===== src/rtl/fpq_pkg.sv =====
package fpq_pkg;
  typedef enum logic [2:0] {
    CLS_ZERO = 3'd0,
    CLS_SUB  = 3'd1,
    CLS_NORM = 3'd2,
    CLS_INF  = 3'd3,
    CLS_QNAN = 3'd4,
    CLS_SNAN = 3'd5
  } fp_class_e;

  localparam int unsigned NUM_CLASSES = 6;
endpackage


===== src/rtl/fpq_fields.sv =====
module fpq_fields #(
  parameter int unsigned EXP_W  = 11,
  parameter int unsigned FRAC_W = 52,
  localparam int unsigned WORD_W = EXP_W + FRAC_W + 1
) (
  input  logic [WORD_W-1:0] word_i,
  output logic              sign_o,
  output logic [EXP_W-1:0]  exp_o,
  output logic [FRAC_W-1:0] frac_o,
  output logic              exp_zero_o,
  output logic              exp_ones_o,
  output logic              frac_zero_o
);
  assign sign_o      = word_i[WORD_W-1];
  assign exp_o       = word_i[WORD_W-2 -: EXP_W];
  assign frac_o      = word_i[FRAC_W-1:0];
  assign exp_zero_o  = ~|exp_o;
  assign exp_ones_o  = &exp_o;
  assign frac_zero_o = ~|frac_o;
endmodule


===== src/rtl/fpq_classify.sv =====
module fpq_classify
  import fpq_pkg::*;
#(
  parameter int unsigned FRAC_W = 52
) (
  input  logic [FRAC_W-1:0] frac_i,
  input  logic              exp_zero_i,
  input  logic              exp_ones_i,
  input  logic              frac_zero_i,
  input  logic              nan2008_i,
  output fp_class_e         class_o,
  output logic              is_snan_o
);
  logic [NUM_CLASSES-1:0] hit;
  logic                   is_nan;
  logic                   quiet_ind;

  assign is_nan    = exp_ones_i & ~frac_zero_i;
  assign quiet_ind = ~(nan2008_i ^ frac_i[FRAC_W-1]);

  always_comb begin
    hit = '0;
    hit[CLS_ZERO] = exp_zero_i & frac_zero_i;
    hit[CLS_SUB]  = exp_zero_i & ~frac_zero_i;
    hit[CLS_NORM] = ~exp_zero_i & ~exp_ones_i;
    hit[CLS_INF]  = exp_ones_i & frac_zero_i;
    hit[CLS_QNAN] = is_nan & quiet_ind;
    hit[CLS_SNAN] = is_nan & ~quiet_ind;
  end

  always_comb begin
    class_o = CLS_ZERO;
    for (int i = 0; i < NUM_CLASSES; i++) begin
      if (hit[i]) class_o = fp_class_e'(i);
    end
  end

  assign is_snan_o = hit[CLS_SNAN];

  always_comb begin
    p_one_class_r6: assert ($onehot(hit))
      else $error("class decode not one-hot: %b", hit);
  end
endmodule


===== src/rtl/fpq_quiet.sv =====
module fpq_quiet #(
  parameter int unsigned EXP_W  = 11,
  parameter int unsigned FRAC_W = 52,
  localparam int unsigned WORD_W = EXP_W + FRAC_W + 1,
  localparam int unsigned IND    = FRAC_W - 1,
  localparam int unsigned ALT    = FRAC_W - 2
) (
  input  logic [WORD_W-1:0] word_i,
  input  logic              is_snan_i,
  input  logic              nan2008_i,
  input  logic              quiet_req_i,
  output logic [WORD_W-1:0] result_o,
  output logic              invalid_o
);
  logic              do_quiet;
  logic [FRAC_W-1:0] frac_in;
  logic [FRAC_W-1:0] frac_new;
  logic [FRAC_W-1:0] frac_cleared;

  assign do_quiet     = quiet_req_i & is_snan_i;
  assign frac_in      = word_i[FRAC_W-1:0];
  assign frac_cleared = frac_in & ~(FRAC_W'(1) << IND);

  always_comb begin
    if (nan2008_i) begin
      frac_new = frac_in | (FRAC_W'(1) << IND);
    end else if (frac_cleared == '0) begin
      frac_new = frac_cleared | (FRAC_W'(1) << ALT);
    end else begin
      frac_new = frac_cleared;
    end
  end

  assign result_o  = do_quiet ? {word_i[WORD_W-1:FRAC_W], frac_new} : word_i;
  assign invalid_o = do_quiet;

  always_comb begin
    p_result_quiet_r7: assert (!invalid_o || (result_o[IND] == nan2008_i))
      else $error("quieted result still signaling");
    p_result_nan_r8: assert (!invalid_o || (result_o[FRAC_W-1:0] != '0))
      else $error("quieted result lost its NaN payload");
    p_sign_kept_r10: assert (result_o[WORD_W-1] == word_i[WORD_W-1])
      else $error("sign bit altered");
    p_passthru_r9: assert (invalid_o || (result_o == word_i))
      else $error("operand changed without quieting");
  end
endmodule


===== src/rtl/dp_nan_quieter.sv =====
module dp_nan_quieter
  import fpq_pkg::*;
#(
  parameter int unsigned EXP_W  = 11,
  parameter int unsigned FRAC_W = 52,
  localparam int unsigned WORD_W = EXP_W + FRAC_W + 1
) (
  input  logic [WORD_W-1:0] opnd_i,
  input  logic              nan2008_i,
  input  logic              quiet_req_i,
  output logic [2:0]        class_o,
  output logic [WORD_W-1:0] result_o,
  output logic              invalid_o
);
  logic              sign;
  logic [EXP_W-1:0]  exp_f;
  logic [FRAC_W-1:0] frac_f;
  logic              exp_zero;
  logic              exp_ones;
  logic              frac_zero;
  logic              is_snan;
  fp_class_e         cls;

  fpq_fields #(.EXP_W(EXP_W), .FRAC_W(FRAC_W)) u_fields (
    .word_i      (opnd_i),
    .sign_o      (sign),
    .exp_o       (exp_f),
    .frac_o      (frac_f),
    .exp_zero_o  (exp_zero),
    .exp_ones_o  (exp_ones),
    .frac_zero_o (frac_zero)
  );

  fpq_classify #(.FRAC_W(FRAC_W)) u_classify (
    .frac_i      (frac_f),
    .exp_zero_i  (exp_zero),
    .exp_ones_i  (exp_ones),
    .frac_zero_i (frac_zero),
    .nan2008_i   (nan2008_i),
    .class_o     (cls),
    .is_snan_o   (is_snan)
  );

  fpq_quiet #(.EXP_W(EXP_W), .FRAC_W(FRAC_W)) u_quiet (
    .word_i      (opnd_i),
    .is_snan_i   (is_snan),
    .nan2008_i   (nan2008_i),
    .quiet_req_i (quiet_req_i),
    .result_o    (result_o),
    .invalid_o   (invalid_o)
  );

  assign class_o = cls;

  always_comb begin
    p_class_range_r6: assert (class_o <= 3'd5)
      else $error("class code out of range: %0d", class_o);
    p_flag_snan_r9: assert (!invalid_o || (quiet_req_i && exp_ones && !frac_zero))
      else $error("invalid raised for a non-NaN operand");
    p_sign_top_r10: assert (result_o[WORD_W-1] == sign)
      else $error("sign changed at top");
  end
endmodule


===== config.mk =====
export PLATFORM = sky130hd
export DESIGN_NAME = dp_nan_quieter
export DESIGN_NICKNAME = d
export VERILOG_FILES = /design/src/rtl/fpq_pkg.sv /design/src/rtl/fpq_fields.sv /design/src/rtl/fpq_classify.sv /design/src/rtl/fpq_quiet.sv /design/src/rtl/dp_nan_quieter.sv
export SDC_FILE = /design/constraint.sdc
export NUM_CORES = 1
export LEC_CHECK = 0
export ABC_AREA = 1
export BUFFER_PORTS_ARGS = -buffer_cell sky130_fd_sc_hd__clkbuf_2
export CELL_PAD_IN_SITES_DETAIL_PLACEMENT = 0
export CELL_PAD_IN_SITES_GLOBAL_PLACEMENT = 1
export CORE_ASPECT_RATIO = 1.2
export CORE_MARGIN = 1.5
export CORE_UTILIZATION = 22
export DETAILED_ROUTE_END_ITERATION = 7
export PLACE_DENSITY = 0.79
export SYNTH_ARGS = -nofsm -noshare
export SYNTH_HDL_FRONTEND = slang
export SYNTH_HIERARCHICAL = 1
export SYNTH_SLANG_ARGS = --single-unit

===== constraint.sdc =====
create_clock -name vclk -period 1.6
set_clock_uncertainty 0.15 [all_clocks]
set_input_delay 0.16 -clock vclk [all_inputs]
set_output_delay 0.16 -clock vclk [all_outputs]
set_load 0.01 [all_outputs]

==> results of run 1 <==
==> per-layer routing <==
layer | track usage (%) | wire length [um] | vias to the layer above
met5 | 0 | 0 | -
met4 | 0 | 0 | 0
met3 | 1.120 | 294 | 0
met2 | 20.88 | 1743 | 73
met1 | 11.17 | 1204 | 601
li1 | - | - | 838
==> metrics by stage <==
step	worst slack, ns	power (mW)
6_report	-0.1416	0.4173
2_1_floorplan	0.003273	0.2183
3_3_place_gp	-0.2780	0.3820
4_1_cts	-0.2126	0.3911
3_5_place_dp	-0.2710	0.3856
5_1_grt	-0.3069	0.4621
==> layout make-up <==
cell class | instances | area [um2]
multi-input cells | 125 | 579.3
inverters | 29 | 108.9
fillers | 540 | 2740
well taps | 58 | 72.57
repair buffers | 188 | 1195
==> placed cells by master, fill, tap and decap left out <==
cell and n:
nand2_4 1, buf_6 18, o21a_1 1, o21ai_2 1, inv_1 13, nor2_2 10, nand3_2 2, clkbuf_2 113
nor3b_2 1, nor3_1 2, nor3_2 1, buf_4 53, nand3_1 3, and2_1 1, buf_2 3, clkbuf_8 1
nand2_2 5, nor2_4 2, nand4_1 2, nor2_1 51, inv_2 16, nand2_1 42
==> repair_timing <==
item / CTS / global route
hold endpoints to repair: 0 / 0
gates resized for setup: 8 / 60
setup buffers: 7 / 0
pin swaps: 9 / 7
endpoints found under the setup margin: 5 / 6
==> where the power goes <==
part	leakage (nW)	total (mW)	switching, mW	internal, mW
combinational	1.18	0.417	0.186	0.231
sequential	0	0	0	0
clock	0	0	0	0
total	1.18	0.417	0.186	0.231
==> worst paths after layout <==
path / to / cells after the start / start
worst max-delay path: result_o[50] / 15 / opnd_i[56]
worst min-delay path: result_o[63] / 0 / opnd_i[63]
==> results.cfg, run 1 <==
[sta]
hold-worst-slack_ns = 0.1701
fmax_ghz = 0.5742
slew_violations = 0
layout_setup_ws_ns = -0.1416
finalCritPeriodShare_pct = 108.8
tightest_slew_ns = 0.1940
rsz0062_at_grt = yes
tns_ns = -0.3449
max-slew-margin-rel_pct = 87.01
finalSetupViolCount = 4
period_needed_ns = 1.742
hold_viol_final = 0

[final_layout]
seq_cell_count = 0
drive_above_1_share_pct = 66.37
num_antenna_cells = 0
finish.utilization_pct = 41.65
num-clock-buffers = 0
nets = 410
syn2layout_area_growth_pct = 78.22
final_cells = 400
final_cell_area_um2 = 1956
register_area_um2 = 0

[global_route]
grt_pass1_vias = 1248
antenna_found_initial = 0
grt_max_degree = 4
grt_overflow_total = 0
grt_use_total_pct = 10.11
grt_pass1_wl_mm = 4.547

[critical_path]
cp_slowest_cell = nor3_2
crit_fanout = 2
cp_common_cell = nand2_1
cpPeakStageDelay_ns = 0.16
crit_chain = clkbuf_2 > nand4_1 > nor3_2 > buf_4 > inv_2 > nor2_4 > nand3_2 > inv_2 > nand3_2 > nor2_2 > nand2_1 > nor2_1 > nand2_1 > nand2_1 > buf_2
endpoint_kind = output port
path_delay_family = simple AND/OR/NAND/NOR gates
required_ns = 1.29
startpoint_type = input port
cp.arrival_ns = 1.43
path_buf_inv = 5
critPathKind = in -> out

[placement]
detailed_place_hpwl_mm = 2.979
dp.cells = 393
place_congestion = 0.6734
portBuffers = 132
placed_area_um2 = 1730

[power]
pwr_density_cell_nw_per_um2 = 213.4
leakagePower_nw = 1.183
ir_drop_uv = 72.71

[outcome]
violations = negative setup slack
status = finished with violations

[drt]
drtPass1Iterations = 4
wl_per_cell_um = 8.108
route.detailed.drc = 0
drtAntennaViolNets = 0
drt_iter0_markers = 12
wirelength_mm = 3.243
via_per_inst = 3.780
dr_total_vias = 1512

[die]
core_area_um2 = 4696
io_pins = 134
die_y_um = 80.37
initial_core_util_pct = 23.37
die_w_um = 67.47
num_rows = 27
die-area_um2 = 5422

[yosys]
syn_nets = 283
ys_warn_count = 6
syn_avg_cell_area_um2 = 5.057
netlist_instances = 217
syn-cell-area_um2 = 1097

[job]
drv_cap = 0

[worst_hold_path]
hp-class = in -> out

[clock_network]
cts.hold.buffers_added = 0
Note: power is estimated with default switching activity, not from simulation.
==> inputs of run 2 (changes only) <==
==> constraint.sdc (replaced) <==
create_clock -name vclk -period 1.6
set_clock_uncertainty 0.15 [all_clocks]
set_input_delay 0.16 -clock vclk [all_inputs]
set_output_delay 0.16 -clock vclk [all_outputs]
set_load 0.02 [all_outputs]
==> results.cfg, run 2 (synthesized netlist as in run 1, its figures left out) <==
[outcome]
status = finished with violations
violations = negative setup slack

[die]
initial_core_util_pct = 23.37
die_y_um = 80.37
io_pins = 134
die_w_um = 67.47
num_rows = 27
die-area_um2 = 5422
core_area_um2 = 4696

[final_layout]
seq_cell_count = 0
register_area_um2 = 0
multi_input_area_um2 = 544.3
nets = 415
num_antenna_cells = 0
final_cell_mix = clkbuf_2, buf_4, nor2_1, nand2_1, inv_1
num-clock-buffers = 0
syn2layout_area_growth_pct = 76.51
final_common_cell = clkbuf_2
drive_above_1_share_pct = 61.10
fill_cells = 534

[placement]
place_congestion = 0.6967
pre_cts_ws_ns = -0.2271
portBuffers = 132
detailed_place_hpwl_mm = 3.115

[critical_path]
crit_start = opnd_i[37]
cp.arrival_ns = 1.50
cp_slowest_cell = and2_1
startpoint_type = input port
crit_fanout = 2
endpoint_kind = output port
crit_chain = buf_6 > nor2_2 > and2_1 > nand2_1 > nor2_1 > nand2_1 > nor2_4 > nor2_4 > nand3_2 > inv_2 > nand3_2 > nor2_1 > nand2_1 > nor2_1 > nand2_1 > nand2_2 > buf_8
critPathKind = in -> out
cpPeakStageDelay_ns = 0.14
cp_common_cell = nand2_1
required_ns = 1.29

[sta]
slew_violations = 0
max-slew-margin-rel_pct = 86.15
layout_setup_ws_ns = -0.2131
rsz0062_at_grt = yes
period_needed_ns = 1.813
finalSetupViolCount = 5
finalCritPeriodShare_pct = 113.3
tns_ns = -0.7788
hold_viol_final = 0
tightest_slew_ns = 0.2066
fmax_ghz = 0.5515

[drt]
drtPass1Iterations = 4
dr_total_vias = 1560
drtAntennaViolNets = 0
wl_per_cell_um = 8.168
via_per_inst = 3.852
route.detailed.drc = 0
drt_iter0_markers = 21
wirelength_mm = 3.308

[global_route]
grt_pass1_vias = 1397
antenna_found_initial = 0
grt_overflow_total = 0
grt_pass1_wl_mm = 4.961
grt_use_total_pct = 10.99
grt_max_degree = 4

[worst_hold_path]
hold_path.startpoint = opnd_i[63]
hp-class = in -> out

[power]
ir_drop_uv = 96.57
leakagePower_nw = 1.193
pwr_density_cell_nw_per_um2 = 248.1

[job]
drv_cap = 0
==> run 2: metrics by stage <==
step	instance area, um2	total power [mW]	utilization [%]	std cells	hold slack [ns]
after detailed placement	1799	0.4662	38.32	401	0.1701
final	1937	0.4806	41.25	405	0.1700
after floorplan	1111	0.2880	-	217	0.2826
after global placement	1799	0.4620	38.32	401	0.1701
after global routing	1937	0.5271	41.25	405	0.1701
after CTS	1863	0.4718	39.67	403	0.1701
==> run 2: layout make-up <==
type,count,share of cell area [%]
multi-input combinational,125,28.10
tap,58,3.747
inverter,29,5.620
timing repair buffer,193,62.53
==> run 2: what timing repair did <==
item                                    in CTS  in global routing
gates resized for setup                     14                 21
hold endpoints to repair                     0                  0
endpoints found under the setup margin       5                  6
setup buffers                                2                  3
hold buffers                                 0                  0
pin swaps                                    3                 14
==> run 2: per-layer routing <==
| layer | vias up | wire (um) | global-route usage, % |
|---|---|---|---|
| met2 | 81 | 1816 | 24.31 |
| met3 | 0 | 299 | 1.261 |
| met1 | 634 | 1192 | 10.75 |
| met4 | 0 | 0 | 0 |
| met5 | - | 0 | 0 |
| li1 | 845 | - | - |
==> run 2: critical path: cells and delay by family <==
kind	cells	cell delay (ns)
and+or+nand+nor	14	1.09
buffers and inverters	3	0.26
==> run 2: where the power goes <==
part | leakage, nW | internal [mW] | switching (mW)
clock network | 0 | 0 | 0
logic | 1.19 | 0.233 | 0.248
registers | 0 | 0 | 0
==> run 2: final timing paths <==
kind	to	cells after the start	slack, ns
worst max-delay path	result_o[50]	17	-0.21
worst min-delay path	result_o[63]	0	0.17
